--- src/rtl/pgswap_pkg.sv ---
package pgswap_pkg;

    typedef enum logic {
        OP_SAVE  = 1'b0,
        OP_FIXUP = 1'b1
    } pgswap_op_e;

    typedef enum logic [2:0] {
        W_IDLE  = 3'd0,
        W_RD_LO = 3'd1,
        W_RD_HI = 3'd2,
        W_WR_LO = 3'd3,
        W_WR_HI = 3'd4
    } walk_state_e;

endpackage

--- src/rtl/pgswap_record.sv ---
module pgswap_record #(
    parameter int NUM_PAGES = 64,
    parameter int IDX_W     = 6
) (
    input  logic             clk,
    input  logic             rst_n,
    input  logic             wr_en,
    input  logic [IDX_W-1:0] wr_idx,
    input  logic             wr_bit,
    input  logic [IDX_W-1:0] rd_idx,
    output logic             rd_valid,
    output logic             rd_bit
);
    typedef struct packed {
        logic [NUM_PAGES-1:0] valid;
        logic [NUM_PAGES-1:0] bits;
    } rec_t;

    rec_t rec_d, rec_q;

    always_comb begin
        rec_d = rec_q;
        if (wr_en) begin
            rec_d.valid[wr_idx] = 1'b1;
            rec_d.bits[wr_idx]  = wr_bit;
        end
    end

    always_ff @(posedge clk) begin
        if (!rst_n) rec_q <= '0;
        else        rec_q <= rec_d;
    end

    assign rd_valid = rec_q.valid[rd_idx];
    assign rd_bit   = rec_q.bits[rd_idx];

    assert_save_records_R1: assert property (@(posedge clk) disable iff (!rst_n)
        wr_en |=> (rec_q.valid[$past(wr_idx)] && rec_q.bits[$past(wr_idx)] == $past(wr_bit)));

endmodule

--- src/rtl/pgswap_walker.sv ---
module pgswap_walker
    import pgswap_pkg::*;
#(
    parameter int PAGE_BYTES = 4096,
    parameter int DATA_W     = 64,
    parameter int ADDR_W     = 32
) (
    input  logic              clk,
    input  logic              rst_n,
    input  logic              start,
    input  logic [ADDR_W-1:0] start_base,
    output logic              busy,
    output logic              fin,
    output logic              mem_req,
    output logic              mem_we,
    output logic [ADDR_W-1:0] mem_addr,
    output logic [DATA_W-1:0] mem_wdata,
    input  logic [DATA_W-1:0] mem_rdata,
    input  logic              mem_ready
);
    localparam int BYTES_W    = DATA_W / 8;
    localparam int HALF_WORDS = 64 / BYTES_W;
    localparam int BLOCKS     = PAGE_BYTES / 128;
    localparam int HW_W       = (HALF_WORDS > 1) ? $clog2(HALF_WORDS) : 1;
    localparam int BLK_W      = (BLOCKS > 1) ? $clog2(BLOCKS) : 1;

    typedef struct packed {
        walk_state_e                          state;
        logic [BLK_W-1:0]                     blk;
        logic [HW_W-1:0]                      wi;
        logic [HALF_WORDS-1:0][DATA_W-1:0]    buffer;
        logic [DATA_W-1:0]                    hold;
        logic [ADDR_W-1:0]                    base;
        logic                                 fin;
    } walk_t;

    walk_t w_d, w_q;
    logic  upper, last_w, last_b;

    always_comb begin
        w_d     = w_q;
        w_d.fin = 1'b0;
        upper   = (w_q.state == W_RD_HI) || (w_q.state == W_WR_HI);
        last_w  = (w_q.wi == HW_W'(HALF_WORDS - 1));
        last_b  = (w_q.blk == BLK_W'(BLOCKS - 1));

        mem_req   = (w_q.state != W_IDLE);
        mem_we    = (w_q.state == W_WR_LO) || (w_q.state == W_WR_HI);
        mem_wdata = (w_q.state == W_WR_LO) ? w_q.hold : w_q.buffer[w_q.wi];
        mem_addr  = w_q.base
                  + ADDR_W'(w_q.blk) * ADDR_W'(128)
                  + (upper ? ADDR_W'(64) : ADDR_W'(0))
                  + ADDR_W'(w_q.wi) * ADDR_W'(BYTES_W);

        case (w_q.state)
            W_IDLE: begin
                if (start) begin
                    w_d.base  = start_base;
                    w_d.blk   = '0;
                    w_d.wi    = '0;
                    w_d.state = W_RD_LO;
                end
            end
            W_RD_LO: begin
                if (mem_ready) begin
                    w_d.buffer[w_q.wi] = mem_rdata;
                    if (last_w) begin
                        w_d.wi    = '0;
                        w_d.state = W_RD_HI;
                    end else begin
                        w_d.wi = w_q.wi + HW_W'(1);
                    end
                end
            end
            W_RD_HI: begin
                if (mem_ready) begin
                    w_d.hold  = mem_rdata;
                    w_d.state = W_WR_LO;
                end
            end
            W_WR_LO: begin
                if (mem_ready) begin
                    if (last_w) begin
                        w_d.wi    = '0;
                        w_d.state = W_WR_HI;
                    end else begin
                        w_d.wi    = w_q.wi + HW_W'(1);
                        w_d.state = W_RD_HI;
                    end
                end
            end
            W_WR_HI: begin
                if (mem_ready) begin
                    if (last_w) begin
                        w_d.wi = '0;
                        if (last_b) begin
                            w_d.state = W_IDLE;
                            w_d.fin   = 1'b1;
                        end else begin
                            w_d.blk   = w_q.blk + BLK_W'(1);
                            w_d.state = W_RD_LO;
                        end
                    end else begin
                        w_d.wi = w_q.wi + HW_W'(1);
                    end
                end
            end
            default: w_d.state = W_IDLE;
        endcase
    end

    always_ff @(posedge clk) begin
        if (!rst_n) w_q <= '0;
        else        w_q <= w_d;
    end

    assign busy = (w_q.state != W_IDLE);
    assign fin  = w_q.fin;

    assert_hold_request_R7: assert property (@(posedge clk) disable iff (!rst_n)
        (mem_req && !mem_ready) |=> (mem_req && $stable(mem_addr) && $stable(mem_we) && $stable(mem_wdata)));

    assert_addr_in_page_R7: assert property (@(posedge clk) disable iff (!rst_n)
        mem_req |-> ((mem_addr - w_q.base) < ADDR_W'(PAGE_BYTES)));

endmodule

--- src/rtl/pgswap_engine.sv ---
module pgswap_engine
    import pgswap_pkg::*;
#(
    parameter int PAGE_BYTES = 4096,
    parameter int DATA_W     = 64,
    parameter int ADDR_W     = 32,
    parameter int NUM_PAGES  = 64,
    parameter int SWZ_BIT    = 17,
    localparam int IDX_W     = (NUM_PAGES > 1) ? $clog2(NUM_PAGES) : 1
) (
    input  logic              clk,
    input  logic              rst_n,
    input  logic              cmd_valid,
    input  logic              cmd_op,
    input  logic [IDX_W-1:0]  cmd_page,
    input  logic [ADDR_W-1:0] cmd_phys,
    output logic              busy,
    output logic              done,
    output logic              dirty,
    output logic              mem_req,
    output logic              mem_we,
    output logic [ADDR_W-1:0] mem_addr,
    output logic [DATA_W-1:0] mem_wdata,
    input  logic [DATA_W-1:0] mem_rdata,
    input  logic              mem_ready
);
    localparam logic [ADDR_W-1:0] PAGE_MASK = ~(ADDR_W'(PAGE_BYTES) - ADDR_W'(1));

    typedef struct packed {
        logic walking;
        logic done;
        logic dirty;
    } ctl_t;

    ctl_t ctl_d, ctl_q;
    logic rec_we, rec_valid, rec_bit;
    logic walk_start, walk_busy, walk_fin;
    logic new_bit;

    pgswap_record #(.NUM_PAGES(NUM_PAGES), .IDX_W(IDX_W)) u_record (
        .clk      (clk),
        .rst_n    (rst_n),
        .wr_en    (rec_we),
        .wr_idx   (cmd_page),
        .wr_bit   (new_bit),
        .rd_idx   (cmd_page),
        .rd_valid (rec_valid),
        .rd_bit   (rec_bit)
    );

    pgswap_walker #(.PAGE_BYTES(PAGE_BYTES), .DATA_W(DATA_W), .ADDR_W(ADDR_W)) u_walker (
        .clk        (clk),
        .rst_n      (rst_n),
        .start      (walk_start),
        .start_base (cmd_phys & PAGE_MASK),
        .busy       (walk_busy),
        .fin        (walk_fin),
        .mem_req    (mem_req),
        .mem_we     (mem_we),
        .mem_addr   (mem_addr),
        .mem_wdata  (mem_wdata),
        .mem_rdata  (mem_rdata),
        .mem_ready  (mem_ready)
    );

    assign new_bit = cmd_phys[SWZ_BIT];

    always_comb begin
        ctl_d       = ctl_q;
        ctl_d.done  = 1'b0;
        ctl_d.dirty = 1'b0;
        rec_we      = 1'b0;
        walk_start  = 1'b0;
        if (ctl_q.walking) begin
            if (walk_fin) begin
                ctl_d.walking = 1'b0;
                ctl_d.done    = 1'b1;
                ctl_d.dirty   = 1'b1;
            end
        end else if (cmd_valid) begin
            if (cmd_op == OP_SAVE) begin
                rec_we     = 1'b1;
                ctl_d.done = 1'b1;
            end else if (rec_valid && (rec_bit != new_bit)) begin
                walk_start    = 1'b1;
                ctl_d.walking = 1'b1;
            end else begin
                ctl_d.done = 1'b1;
            end
        end
    end

    always_ff @(posedge clk) begin
        if (!rst_n) ctl_q <= '0;
        else        ctl_q <= ctl_d;
    end

    assign busy  = ctl_q.walking;
    assign done  = ctl_q.done;
    assign dirty = ctl_q.dirty;

    assert_dirty_with_done_R5: assert property (@(posedge clk) disable iff (!rst_n)
        dirty |-> done);

    assert_done_not_busy_R6: assert property (@(posedge clk) disable iff (!rst_n)
        done |-> !busy);

    assert_busy_from_fixup_R6: assert property (@(posedge clk) disable iff (!rst_n)
        $rose(busy) |-> $past(cmd_valid && cmd_op == OP_FIXUP));

    assert_traffic_only_walking_R3: assert property (@(posedge clk) disable iff (!rst_n)
        mem_req |-> (busy && walk_busy));

endmodule

--- config.mk ---
export PLATFORM = sky130hd
export DESIGN_NAME = pgswap_engine
export DESIGN_NICKNAME = d
export VERILOG_FILES = /design/src/rtl/pgswap_pkg.sv /design/src/rtl/pgswap_record.sv /design/src/rtl/pgswap_walker.sv /design/src/rtl/pgswap_engine.sv
export SDC_FILE = /design/constraint.sdc
export NUM_CORES = 2
export LEC_CHECK = 0
export ABC_AREA = 1
export BUFFER_PORTS_ARGS = -buffer_cell sky130_fd_sc_hd__buf_2
export CORE_MARGIN = 2
export CORE_UTILIZATION = 59
export DETAILED_ROUTE_END_ITERATION = 7
export PLACE_DENSITY = 0.78
export SLEW_MARGIN = 20
export SYNTH_ARGS = -nofsm -noshare
export SYNTH_HDL_FRONTEND = slang
export SYNTH_SLANG_ARGS = --single-unit
--- constraint.sdc ---
create_clock -name clk -period 3.3 [get_ports clk]
set_clock_uncertainty 0.2 [all_clocks]
set_input_delay 0.165 -clock clk [delete_from_list [all_inputs] [get_ports clk]]
set_output_delay 0.165 -clock clk [all_outputs]
set_load 0.05 [all_outputs]
==> out/results.tsv <==
stage	metric	value	unit
status	status	finished, violations left	
status	violations	DRC	
synth	syn_inst	4042	
clock_network	numCtsBuffers	75	
synth	netlist_area	30300	um2
clock_network	cts_root_buffer	clkbuf_16	
timing	rsz0062_at_grt	yes	
clock_network	path_clk_slew	0.06	ns
drt	drt-total-wl	89700	um
worst_setup_path	crit_slowest_cell	dfxtp_2	
worst_setup_path	start_kind	register	
clock_network	numClockSinks	739	
floorplan	fp-row-count	82	
worst_setup_path	criticalPathCategory	reg -> out	
synth	ys_warn_count	0	
floorplan	initial_utilization	60.1	%
synth	synth_seq_area_share	48.9	%
worst_setup_path	crit_arrival	2.90	ns
synth	synth_seq_cells	739	
floorplan	coreArea	50400	um2
floorplan	ios	208	
drt	wl_per_cell	18.5	um
clock_network	h-tree-depth	3	
timing	slew_violations	0	
pwr	leakagePower	13.4	nW
pwr	p_per_area	642	nW/um2
finish	final_common_cell	nor2_1	
worst_setup_path	crit_start	u_walker.w_q[609]	
drt	ant_nets	0	
worst_setup_path	cp_max_fo	33	
place	port_buffers	192	
global_routing	grt_pass1_wl	142000	um
pwr	worst_ir_drop_vdd	0.391	mV
finish	layout_common_cells	nor2_1 (1,057), dfxtp_1 (736), o21ai_0 (635), inv_1 (260), a21oi_1 (248)	
place	gp_congestion	0.836	
floorplan	floorplan.die_area	53100	um2
worst_setup_path	cpPeakStageDelay	0.47	ns
timing	hold_violations	0	
floorplan	die_h	230	um
worst_setup_path	critPathRequiredTime	2.93	ns
worst_hold_path	holdCritStartpoint	cmd_page[1]	
finish	nets	4232	
timing	fmax	0.306	GHz
drt	first_pass_iters	8	
finish	layout-drive-gt1-share	10.7	%
global_routing	antenna_found_initial	5	
drt	routed_via_density	5.87	
global_routing	grt_pass1_vias	26574	
timing	whs	0.0562	ns
timing	period_share	99.1	%
drt	drc	2	
synth	avgSynthCellArea	7.49	um2
finish	finalInstanceArea	35000	um2
synth	synth_cell_types	38	
global_routing	grt_max_degree	255	
synth	synth_edf_count	0	
worst_setup_path	endpoint_kind	output pin	
worst_setup_path	cp_cell_sequence	inv_1 > nor3_4 > buf_12 > a22o_1 > a221oi_1 > a32oi_1 > buf_2	
place	post_dp_cell_area	31400	um2
global_routing	track_usage	32.8	%
timing	tightest_slew	0.963	ns
finish	nFillCells	4123	
floorplan	die_width	230	um
clock_network	cts_buffer_depth	3	
timing	fin_crit	3.27	ns
clock_network	tritoncts	built	
place	hpwl	48900	um
worst_setup_path	r2r-start	u_walker.w_q[609]	
timing	maxSlewHeadroom	35.8	%
finish	area_growth	15.6	%
drt	drt_iter0_drc	3194	
drt	via_count	28463	
timing	final-setup-viol-count	0	
global_routing	overflow	0	
synth	synth_ff_type	dfxtp_1	
synth	async_reset_ff_share	0	%
clock_network	clk_latency	0.63	ns
run	cap_violations	0	
worst_hold_path	hold_path_class	in -> reg	
final cells by class:
class	instances	area, um2	area share (%)
well taps	672	841	2.40
multi-input cells	2661	13000	37.3
flip-flops and latches	739	14800	42.3
clock inverters	14	180	0.515
diodes	3	7.51	0.0215
clock buffers	116	2310	6.59
repair buffers	364	2740	7.83
inverters	280	1070	3.05
where the power goes:
part	switching [W]	internal [W]	leakage [nW]
clock	0.00352	0.00511	1.22
sequential	0.000164	0.00933	5.96
combinational	0.00317	0.00115	6.23
total	0.00685	0.0156	13.4
flip-flops by register name (all words and copies together) (netlist names):
name and cells:
u_walker.w_q 607, u_record.rec_q 128, busy 1, dirty 1, done 1, u_walker.fin 1
cell usage after synthesis (30+ instances only):
| cell type | instances | area share [%] |
|---|---|---|
| nand2_1 | 220 | 2.7 |
| clkbuf_1 | 248 | 3.1 |
| a221oi_1 | 121 | 3.5 |
| inv_1 | 261 | 3.2 |
| nand3_1 | 76 | 1.3 |
| o21ai_0 | 635 | 11 |
| a22oi_1 | 61 | 1.5 |
| o22ai_1 | 38 | 0.79 |
| buf_1 | 60 | 0.74 |
| buf_4 | 40 | 0.99 |
| a22o_1 | 30 | 0.87 |
| dfxtp_1 | 739 | 49 |
| a32oi_1 | 57 | 1.6 |
| nor2_1 | 1059 | 13 |
| a21oi_1 | 248 | 4.1 |
repair_timing:
action	CTS	global route
cloned	0	2
gates resized for setup	4	21
endpoints found under the setup margin	56	18
setup buffers	0	2
hold endpoints to repair	661	0
pin swaps	0	0
hold buffers	95	0
cells by family after synthesis:
logic type	share of synthesized area (%)
and+or+nand+nor	18.4
AOI/OAI and AO/OA	23.9
DFF	48.9
buffers and inverters	8.57
adders and majority gates	0.165
xor gates and xnor gates	0.0290
other	0.0124
worst max-delay path: cells and delay by family, from the launching register on:
family	cells	cell delay, ns
flops	1	0.47
simple gates	1	0.34
compound gates	3	0.57
buf+inv	3	0.87
metal layers:
metal / wire [um] / vias up / global-route usage [%]
li1: - / 13656 / -
met1: 37500 / 13255 / 43.8
met2: 41600 / 1325 / 53.3
met3: 7510 / 223 / 5.21
met4: 3030 / 4 / 12.8
met5: 23 / - / 0
stage by stage:
stage               total power, W  TNS, ns  setup WS [ns]  instances  util (%)
floorplan                   0.0127        0          0.415       4044         -
global route                0.0232  -0.0148        -0.0109       4849      69.4
CTS                         0.0224        0         0.0143       4842      69.1
global placement            0.0138        0          0.519       4617      62.3
detailed placement          0.0138        0          0.457       4617      62.3
finish                      0.0224        0         0.0304       4849      69.4
final timing paths:
| kind | cells past startpoint | slack (ns) | endpoint |
|---|---|---|---|
| max | 7 | 0.03 | mem_wdata[43] |
| min reg2reg | 2 | 0.25 | u_record.rec_q[114] |
| min | 6 | 0.06 | u_record.rec_q[92] |
| max reg2reg | 9 | 0.55 | u_walker.w_q[452] |
(Power assumes the default switching activity.)
